`src/rtl/laser_guard_pkg.sv`:
```
package laser_guard_pkg;

    localparam int unsigned LANES    = 3;
    localparam int unsigned LANE_BIAS = 0;
    localparam int unsigned LANE_MOD  = 1;
    localparam int unsigned LANE_PEAK = 2;

    typedef struct packed {
        logic             flt;
        logic [LANES-1:0] en;
    } guard_state_t;

endpackage

```
`src/rtl/guard_sync.sv`:
```
module guard_sync #(
    parameter int unsigned STAGES = 2
) (
    input  logic clk_i,
    input  logic rst_ni,
    input  logic d_i,
    output logic q_o
);
    logic [STAGES-1:0] chain_d, chain_q;

    always_comb begin
        chain_d = {chain_q[STAGES-2:0], d_i};
    end

    always_ff @(posedge clk_i or negedge rst_ni) begin
        if (!rst_ni) chain_q <= '0;
        else         chain_q <= chain_d;
    end

    assign q_o = chain_q[STAGES-1];
endmodule

```
`src/rtl/guard_hold_timer.sv`:
```
module guard_hold_timer #(
    parameter int unsigned LIMIT = 16
) (
    input  logic clk_i,
    input  logic rst_ni,
    input  logic run_i,
    output logic done_o
);
    localparam int unsigned CW = $clog2(LIMIT + 1);
    localparam logic [CW-1:0] TOP = CW'(LIMIT);

    logic [CW-1:0] cnt_d, cnt_q;

    always_comb begin
        if (!run_i)           cnt_d = '0;
        else if (cnt_q == TOP) cnt_d = cnt_q;
        else                   cnt_d = cnt_q + 1'b1;
    end

    always_ff @(posedge clk_i or negedge rst_ni) begin
        if (!rst_ni) cnt_q <= '0;
        else         cnt_q <= cnt_d;
    end

    assign done_o = run_i && (cnt_q == TOP);
endmodule

```
`src/rtl/bias_step_check.sv`:
```
module bias_step_check #(
    parameter int unsigned CODE_W = 8
) (
    input  logic              clk_i,
    input  logic              rst_ni,
    input  logic [CODE_W-1:0] code_i,
    input  logic              upd_i,
    output logic              drop_o
);
    logic [CODE_W-1:0] applied_d, applied_q;
    logic [CODE_W-1:0] half_prev;

    always_comb begin
        half_prev = applied_q >> 1;
        applied_d = upd_i ? code_i : applied_q;
        drop_o    = upd_i && (code_i < half_prev);
    end

    always_ff @(posedge clk_i or negedge rst_ni) begin
        if (!rst_ni) applied_q <= '0;
        else         applied_q <= applied_d;
    end
endmodule

```
`src/rtl/laser_fault_guard.sv`:
```
module laser_fault_guard
    import laser_guard_pkg::*;
#(
    parameter int unsigned CODE_W      = 8,
    parameter int unsigned RST_CYC     = 16,
    parameter int unsigned EN_CYC      = 8,
    parameter int unsigned SYNC_STAGES = 2
) (
    input  logic              clk_i,
    input  logic              rst_ni,
    input  logic              dis_pin_i,
    input  logic              ena_bit_i,
    input  logic              fault_en_i,
    input  logic              mon_ovr_i,
    input  logic              pd_ovr_i,
    input  logic [CODE_W-1:0] bias_code_i,
    input  logic              bias_upd_i,
    output logic              flt_o,
    output logic              bias_en_o,
    output logic              mod_en_o,
    output logic              peak_en_o
);
    guard_state_t st_d, st_q;

    logic dis_s;
    logic off_req;
    logic step_drop;
    logic cause_now;
    logic set_now;
    logic clear_armed;
    logic block_now;
    logic on_ready;

    guard_sync #(.STAGES(SYNC_STAGES)) i_dis_sync (
        .clk_i (clk_i),
        .rst_ni(rst_ni),
        .d_i   (dis_pin_i),
        .q_o   (dis_s)
    );

    bias_step_check #(.CODE_W(CODE_W)) i_step (
        .clk_i (clk_i),
        .rst_ni(rst_ni),
        .code_i(bias_code_i),
        .upd_i (bias_upd_i),
        .drop_o(step_drop)
    );

    guard_hold_timer #(.LIMIT(RST_CYC)) i_off_timer (
        .clk_i (clk_i),
        .rst_ni(rst_ni),
        .run_i (off_req),
        .done_o(clear_armed)
    );

    guard_hold_timer #(.LIMIT(EN_CYC)) i_on_timer (
        .clk_i (clk_i),
        .rst_ni(rst_ni),
        .run_i (!block_now),
        .done_o(on_ready)
    );

    always_comb begin
        off_req   = dis_s || !ena_bit_i;
        cause_now = mon_ovr_i || pd_ovr_i || step_drop;
        set_now   = fault_en_i && cause_now && !clear_armed;
        block_now = off_req || st_q.flt || set_now;

        st_d = st_q;
        if (clear_armed)  st_d.flt = 1'b0;
        else if (set_now) st_d.flt = 1'b1;

        for (int unsigned k = 0; k < LANES; k++) begin
            st_d.en[k] = on_ready;
        end
    end

    always_ff @(posedge clk_i or negedge rst_ni) begin
        if (!rst_ni) st_q <= '0;
        else         st_q <= st_d;
    end

    assign flt_o     = st_q.flt;
    assign bias_en_o = st_q.en[LANE_BIAS];
    assign mod_en_o  = st_q.en[LANE_MOD];
    assign peak_en_o = st_q.en[LANE_PEAK];
endmodule

```
`config.mk`:
```
export PLATFORM = sky130hd
export DESIGN_NAME = laser_fault_guard
export DESIGN_NICKNAME = d
export VERILOG_FILES = /design/src/rtl/laser_guard_pkg.sv /design/src/rtl/guard_sync.sv /design/src/rtl/guard_hold_timer.sv /design/src/rtl/bias_step_check.sv /design/src/rtl/laser_fault_guard.sv
export SDC_FILE = /design/constraint.sdc
export NUM_CORES = 1
export LEC_CHECK = 0
export BUFFER_PORTS_ARGS = -buffer_cell sky130_fd_sc_hd__buf_2
export CAP_MARGIN = 20
export CORE_AREA = 2 2 48 50
export CTS_CLUSTER_DIAMETER = 100
export DETAILED_ROUTE_END_ITERATION = 12
export DIE_AREA = 0 0 50 52
export PLACE_DENSITY = 0.82
export SETUP_SLACK_MARGIN = 0.05
export SYNTH_ARGS = -nofsm -noshare
export SYNTH_HDL_FRONTEND = slang
export SYNTH_SLANG_ARGS = --single-unit
```
`constraint.sdc`:
```
create_clock -name clk_i -period 2.1 [get_ports clk_i]
set_input_delay 0.105 -clock clk_i [delete_from_list [all_inputs] [get_ports clk_i]]
set_output_delay 0.105 -clock clk_i [all_outputs]
set_load 0.01 [all_outputs]
```
* Yosys cells after proc, flatten, opt, wreduce, memory -nomap -nowiden *
Cells that the tools add are included.

word-level totals
  register bits = 21
  output and inout port bits = 4
  logic and storage cells = 33

cells by class
  $add $sub $neg = 2
  reductions and logical operators = 14
  eq/ne operators = 4
  muxes and demuxes = 6
  $lt $le $gt $ge = 1

operators by type and width
  operator                                                       number
  5-bit 2-to-1 mux                                               2
  8-bit by 7-bit less-than comparator with 1-bit output          1
  4-bit 2-to-1 mux                                               2
  5-bit by 1-bit adder with 5-bit output, second input constant  1
  5-bit == test, second input constant                           1
  1-bit logical AND                                              5
  1-bit logical OR                                               5
  4-bit by 1-bit adder with 4-bit output, second input constant  1
  4-bit == test, second input constant                           1
  2-bit != test, second input constant                           2
  1-bit logical NOT                                              3
  1-bit 2-to-1 mux                                               2
  2-bit nonzero test                                             1

* Longest topological paths before layout *
Gate-level depths: netlist of the first run.

  depth in word-level cells = 8
  gate-level depth with buffers = 6
  mapped depth without buffers = 6

* Cells and area by module *
Synthesis of the first run repeated with hierarchy kept, for this count alone.

unflattened totals
  cell total of the unflattened synthesis = 103
  area total of the unflattened synthesis = 1076.0 sq um

modules (own cells, without submodules)
  module                          sequential area each (sq um)  area each (sq um)  cells each  times used
  bias_step_check                 175.2                         405.4              42          1
  guard_hold_timer (i_off_timer)  125.1                         294.0              28          1
  guard_hold_timer (i_on_timer)   100.1                         221.5              21          1
  laser_fault_guard               50.0                          105.1              10          1
  guard_sync                      50.0                          50.0               2           1

* Worst setup path after synthesis of the first run *
OpenSTA, ideal clock, no wires.

  kind = register -> register
  from = reg i_step.applied_q[3]
  to = reg i_on_timer.cnt_q[0]
  setup slack = 0.640 ns
  data arrival time = 1.336 ns
  stages on the path, launching flop included = 7
  library setup time = 0.125 ns
  required time = 1.975 ns
  cell sequence = dfrtp_1 -> inv_1 -> ha_1 -> a211o_1 -> a31oi_2 -> o211a_4 -> nor3_1

on the way
  cells in the longest elaborated chain, start to end = 7
  elaborated cells on any way between the ends = 8

ends and longest elaborated chain
  item                                                                RTL line                 text
  start: declaration                                                  bias_step_check.sv:10    logic [CODE_W-1:0] applied_d, applied_q;
  start signal: assignment                                            bias_step_check.sv:21    else applied_q <= applied_d;
  8-bit by 7-bit less-than comparator with 1-bit output (*)           bias_step_check.sv:16    drop_o = upd_i && (code_i < half_prev);
  1-bit logical AND (*)                                               bias_step_check.sv:16
  1-bit logical OR (*)                                                laser_fault_guard.sv:65  cause_now = mon_ovr_i || pd_ovr_i || step_drop;
  1-bit logical AND (*) (2 in series)                                 laser_fault_guard.sv:66  set_now = fault_en_i && cause_now && !clear_armed;
  1-bit logical OR (*)                                                laser_fault_guard.sv:67  block_now = off_req || st_q.flt || set_now;
  2-bit != test (no line) / 4-bit 2-to-1 mux (equally long branches)  --
  end signal: assignment                                              guard_hold_timer.sv:22   else cnt_q <= cnt_d;
  end: declaration                                                    guard_hold_timer.sv:12   logic [CW-1:0] cnt_d, cnt_q;

Every way passes the cells marked *; elsewhere a longest branch is shown, timed or not.
A chain may end at the register's enable or synchronous reset.

* Worst setup path in the final report of the first run *
  from = reg i_step.applied_q[3]
  to = reg i_on_timer.cnt_q[3]

Same word-level chain as after synthesis.

==> impl_metrics.csv, run 1 <==
group,metric,value,unit
synth,synth_fp_nets,127,
finish,nNetsFinal,150,
critical_path,path_delay_family,"compound AO/OA/AOI/OAI gates",
grt,grt_pass1_vias,838,
routing,wl_per_cell,12.6,um
clock_tree,clock-sinks,20,
clock_tree,clock_latency,0.30,ns
timing,worst_pin_slew,0.450,ns
critical_path,cp_data_required_time,2.29,ns
pwr,powerDensity,716,mW/mm2
routing,drc_errors,0,
placement,pre_cts_slack,0.554,ns
timing,rsz0062_at_grt,"false",
synth,ys_warn_count,0,
finish,drive_above_1_share,0.260,
critical_path,path_class,"reg2reg",
pwr,p_sw_frac,0.287,
finish,area_growth,15.9,%
synth,synth_top_cell_area_share,0.474,
critical_path,cp_num_cells,6,
min_path,holdPathStages,3,
critical_path,path_cells,"inv_1 > ha_1 > a211o_1 > a31oi_2 > o211a_4 > nor3_1",
clock_tree,cts_buffers,3,
clock_tree,htree_levels,1,
synth,synth_edf_count,0,
critical_path,r2r_slack,0.51,ns
placement,dpl.cell_count,145,
clock_tree,cts_tree,"yes",
critical_path,path_buf_inv,1,
die,num_rows,17,
synth,yosys.cell_types.count,30,
critical_path,r2r_cells,6,
pwr,pwr-share-clk,0.253,
critical_path,arrival,1.78,ns
status,status,"finished clean",
synth,netlist_instances,101,
critical_path,crit_path_top_delay_cell,"dfrtp_1",
critical_path,endpoint_kind,"register",
finish,final_cells,151,
die,pin_count,20,
routing,dr.pass1.iters,4,
die,die-width,50,um
critical_path,start_kind,"register",
timing,slew_viol_final,0,
timing,timing.fmax,627,MHz
die,core,0.00211,mm2
synth,synthTopCellsByArea,"dfrtp_1 (47%), ha_1 (12%), inv_1 (3.9%)",
clock_tree,post_cts_buffers,0,
synth,synth_common_cells,"dfrtp_1 (20), inv_1 (11), ha_1 (10)",
timing,finalCritPeriodShare,0.759,
routing,wirelength,1.91,mm
timing,finalHoldViolations,0,
pwr,comb_power_share,0.209,
run,max_cap_viol_count,0,
grt,grt_start_max_net_pins,21,
placement,dp_hpwl,1.49,mm
grt,grt_overflow_total,0,
placement,place.port_buffers,19,
pwr,fin_total_pwr,0.876,mW
pwr,p_leak,0.594,nW
clock_tree,cts-root-buf,"clkbuf_4",
synth,ys_async_sr_fraction,1.00,
placement,gp_congestion,0.809,
timing,clock_skew,0.00398,ns
timing,tns,0,ns
pwr,p_switching,0.252,mW
clock_tree,clkTransAtPathRegs,0.11,ns
grt,antenna_found_initial,0,
timing,timing.final.ws_setup,0.506,ns
critical_path,crit_fanout,5,
die,start_util,0.501,
routing,vias,776,
routing,ant_nets,0,
finish,antennaDiodeCount,0,
synth,avgSynthCellArea,10.5,um2
min_path,hold_path.class,"in2reg",
synth,ys_seq_area_frac,0.474,
routing,drt_iter0_markers,14,
synth,ys_ff_latch,20,
timing,relSlewSlack,0.699,
pwr,p_seq_frac,0.538,
critical_path,cp_slowest_stage_delay,0.37,ns
die,die_y,52,um
synth,synth_flop_cell,"dfrtp_1",
clock_tree,max-clock-path-buffers,2,
timing,period_minus_slack,1.59,ns
die,dieArea,0.00260,mm2
synth,synth.largest_area_cell,"dfrtp_1",
pwr,p_int,0.624,mW
synth,synth_area,0.00106,mm2
pwr,vdd_drop_max,0.598,mV
grt,grt.total_usage,0.178,
synth,yosysMostFrequentCell,"dfrtp_1",
grt,grt_pass1_wl,3.42,mm
timing,finalSetupViolCount,0,
routing,viasPerCell,5.14,
==> worst paths after layout <==
kind                                                 startpoint                               end
worst max-delay path            i_step.applied_q[3]$_DFFE_PN0P_   i_on_timer.cnt_q[3]$_DFFE_PN0P_
worst min-delay path                             bias_code_i[6]   i_step.applied_q[6]$_DFFE_PN0P_
min in group asynchronous                                rst_ni   i_step.applied_q[5]$_DFFE_PN0P_
max in group asynchronous                                rst_ni  i_off_timer.cnt_q[2]$_DFFE_PN0N_
worst max register to register  i_step.applied_q[3]$_DFFE_PN0P_   i_on_timer.cnt_q[3]$_DFFE_PN0P_
worst min register to register  i_dis_sync.chain_q[0]$_DFF_PN0_   i_dis_sync.chain_q[1]$_DFF_PN0_
==> flip-flops by register name (all words and copies together), names as in the netlist <==
register,cells
i_dis_sync.chain_q,2
i_off_timer.cnt_q,5
i_step.applied_q,7
bias_en_o,1
i_on_timer.cnt_q,4
flt_o,1
==> tightest hold or removal path: stages <==
cell and delay, ns:
buf_2 0.09, nand2_1 0.04, o21ai_0 0.05
==> metal layers <==
metal | vias to the layer above | track usage | share of wire
met4 | 0 | 0.0741 | 0.015
met1 | 367 | 0.203 | 0.42
met2 | 18 | 0.318 | 0.53
met3 | 5 | 0.0431 | 0.036
li1 | 386 | - | -
met5 | - | 0 | 0
==> metrics by stage <==
stage | utilization | hold WS [ns] | instance area [um2]
2_1_floorplan | - | -0.191 | 1060
3_3_place_gp | 0.554 | 0.0691 | 1170
3_5_place_dp | 0.554 | 0.0705 | 1170
4_1_cts | 0.581 | 0.0211 | 1220
5_1_grt | 0.581 | 0.0322 | 1220
6_report | 0.581 | 0.0200 | 1220
==> layout by cell type, fill, tap and decap left out, drive strengths merged <==
master / n
dfrtp: 20
buf: 19
inv: 11
ha: 10
o21ai: 9
nand2: 8
nor3: 7
nor2: 5
clkbuf: 4
nand3: 3
xor2: 3
xnor2: 3
a21oi: 2
mux2i: 2
dlygate4sd3: 2
or2: 1
and4b: 1
or2b: 1
a211o: 1
a31oi: 1
a21o: 1
and3: 1
o211a: 1
nor2b: 1
nand3b: 1
o2111ai: 1
and4bb: 1
nand2b: 1
mux2: 1
nor3b: 1
==> cell families (layout without fill, tap and decap cells) <==
| kind of cell | Yosys count | in the layout | share of synthesized area |
|---|---|---|---|
| xor+xnor | 6 | 6 | 0.0498 |
| mux | 3 | 3 | 0.0296 |
| buf+inv | 14 | 36 | 0.0569 |
| fa+ha+maj | 10 | 10 | 0.118 |
| simple gates | 32 | 32 | 0.162 |
| flops | 20 | 20 | 0.474 |
| compound gates | 16 | 16 | 0.109 |
==> area by class of cell <==
| class | instances | area, um2 |
|---|---|---|
| fill | 181 | 882 |
| sequential | 20 | 500 |
| clock buffer | 4 | 36.3 |
| tap | 28 | 35.0 |
| multi-input combinational | 67 | 495 |
| inverter | 11 | 41.3 |
| timing repair buffer | 21 | 115 |
==> power groups by stage <==
stage | Sequential (mW) | Combinational (mW) | Clock, mW
after detailed placement | 0.479 | 0.181 | 0
final | 0.471 | 0.183 | 0.222
after global placement | 0.471 | 0.161 | 0
after CTS | 0.471 | 0.186 | 0.224
after global routing | 0.478 | 0.209 | 0.234
after floorplan | 0.467 | 0.121 | 0
==> timing repair <==
item,CTS,global route
setup endpoints to repair,0,0
hold endpoints to repair,21,0
resized for setup,0,0
hold buffers,2,0
No activity file was read; power rests on OpenSTA's default activity.
==> run 2: changes to the inputs <==
CORE_AREA = 2 2 50 52   (was 2 2 48 50)
DIE_AREA = 0 0 52 54   (was 0 0 50 52)
PLACE_DENSITY = 0.8   (was 0.82)
clock period = 1.3 ns   (was 2.1 ns; I/O delays follow)
==> run 2 against run 1 <==
Compared with the run above: the flow now finishes with violations (negative setup slack); utilization up 0.84 points; via count up 3.9%; critical path depth unchanged; sequential power up 61%; non-clock buffer count up 11; total power up 64%; clock skew up 0.0011 ns; first-iteration DRC count up 14%; critical path type unchanged; largest cell class is now multi-input combinational cells; highest routed layer unchanged.
==> impl_metrics.csv, run 2 (synthesized netlist as in run 1, its figures left out) <==
group,metric,value,unit
timing,period_minus_slack,1.51,ns
finish,layout_common_cells,"dfrtp_1 (20), buf_2 (19), buf_4 (9)",
finish,regMostFlops,"i_step.applied_q",
status,status,"complete, but fails checks",
timing,timing.fmax,663,MHz
clock_tree,clkTransAtPathRegs,0.10,ns
routing,vias,806,
routing,ant_nets,0,
finish,area_growth,29.5,%
clock_tree,clock_latency,0.30,ns
routing,drt_iter0_markers,16,
timing,worst_pin_slew,0.433,ns
critical_path,cp_data_required_time,1.48,ns
grt,grt_overflow_total,0,
critical_path,path_class,"reg2reg",
clock_tree,cts_buffers,3,
die,die-width,52,um
critical_path,start_kind,"register",
grt,grt_pass1_wl,3.59,mm
clock_tree,htree_levels,1,
grt,grt_pass1_vias,825,
run,max_cap_viol_count,0,
clock_tree,cts-root-buf,"clkbuf_4",
finish,mostFrequentLayoutCell,"dfrtp_1",
die,start_util,0.455,
status,violations,"negative setup slack",
finish,largestRegisters,"i_step.applied_q (7), i_off_timer.cnt_q (5), i_on_timer.cnt_q (4)",
clock_tree,max-clock-path-buffers,2,
pwr,p_leak,0.640,nW
clock_tree,clock-sinks,20,
die,num_rows,18,
finish,nNetsFinal,161,
placement,place.port_buffers,19,
critical_path,endpoint_kind,"register",
die,die_y,54,um
routing,wl_per_cell,13.3,um
timing,relSlewSlack,0.711,
finish,final_cells,163,
timing,slew_viol_final,0,
pwr,fin_total_pwr,1.44,mW
grt,grt_start_max_net_pins,21,
grt,grt.total_usage,0.185,
timing,tns,-1.20,ns
critical_path,crit_fanout,5,
placement,dpl.cell_count,153,
routing,dr.pass1.iters,6,
timing,clock_skew,0.00512,ns
finish,antennaDiodeCount,0,
die,pin_count,20,
finish,fill_cells,191,
critical_path,arrival,1.69,ns
finish,largest_register_ffs,7,
min_path,hold_path.class,"in2reg",
grt,antenna_found_initial,0,
clock_tree,cts_tree,"yes",
die,core,0.00232,mm2
routing,drc_errors,0,
finish,drive_above_1_share,0.391,
placement,dp_hpwl,1.58,mm
routing,wirelength,2.16,mm
routing,viasPerCell,4.94,
timing,finalHoldViolations,0,
timing,timing.final.ws_setup,-0.208,ns
die,dieArea,0.00281,mm2
placement,gp_congestion,0.776,
timing,finalSetupViolCount,6,
pwr,powerDensity,1050,mW/mm2
timing,finalCritPeriodShare,1.16,
placement,pre_cts_slack,-0.217,ns
pwr,vdd_drop_max,0.813,mV
timing,rsz0062_at_grt,"true",
run 2: changes by cell type in the layout (fill, tap and decap cells not counted):
cell	change
nor3_2	+5
ha_1	-3
nor3_1	-5
clkbuf_8	-1
inv_2	+3
nand3_2	+1
ha_4	+3
inv_1	-3
buf_4	+9
nand3_1	-1
dlygate4sd3_1	+2
run 2: repair_timing:
item | in CTS | in global routing
endpoints found under the hold margin | 23 | 0
gates resized for setup | 6 | 5
pin swaps | 8 | 5
setup buffers | 2 | 1
hold buffers | 4 | 0
setup endpoints to repair | 8 | 9
run 2: metal layers:
metal	GRT usage	vias to the layer above	part of all wire
met5	0	-	0
met4	0.118	0	0.025
met3	0.0250	4	0.023
met2	0.331	14	0.56
met1	0.207	385	0.39
li1	-	403	-
run 2: through the flow:
step                 util  cell area [um2]  hold WS (ns)
floorplan               -             1070        -0.231
global placement    0.529             1230        0.0279
detailed placement  0.529             1230        0.0263
CTS                 0.573             1330       0.00308
global route        0.590             1370        0.0186
finish              0.590             1370       0.00382
run 2: worst paths after layout:
check / from / endpoint / cells past startpoint / slack [ns]
setup reg to reg: i_step.applied_q[3]$_DFFE_PN0P_ / bias_en_o$_DFF_PN0_ / 6 / -0.21
min in group asynchronous: rst_ni / i_step.applied_q[5]$_DFFE_PN0P_ / 2 / 0.22
hold reg to reg: i_dis_sync.chain_q[0]$_DFF_PN0_ / i_dis_sync.chain_q[1]$_DFF_PN0_ / 0 / 0.37
max in group asynchronous: rst_ni / i_off_timer.cnt_q[3]$_DFFE_PN0N_ / 2 / 0.77
hold / removal: bias_code_i[3] / i_step.applied_q[3]$_DFFE_PN0P_ / 3 / 0.004
setup / recovery: i_step.applied_q[3]$_DFFE_PN0P_ / bias_en_o$_DFF_PN0_ / 6 / -0.21
run 2: cell type report:
| class | instances | area, um2 | area share |
|---|---|---|---|
| Timing Repair Buffer | 32 | 203 | 0.148 |
| Sequential cell | 20 | 500 | 0.366 |
| Tap cell | 30 | 37.5 | 0.0274 |
| Clock buffer | 3 | 22.5 | 0.0165 |
| Inverter | 11 | 41.3 | 0.0302 |
| Multi-Input combinational cell | 67 | 563 | 0.412 |
run 2: power breakdown:
group / total (mW) / internal, mW / switching (mW)
clock: 0.278 / 0.108 / 0.170
sequential: 0.758 / 0.697 / 0.0611
combinational: 0.402 / 0.210 / 0.192
run 2: critical path: stages (launching register included):
cell and delay (ns):
dfrtp_1 0.38, inv_2 0.07, ha_4 0.19, a211o_1 0.27
a31oi_2 0.19, o211a_4 0.24, nor3_2 0.06
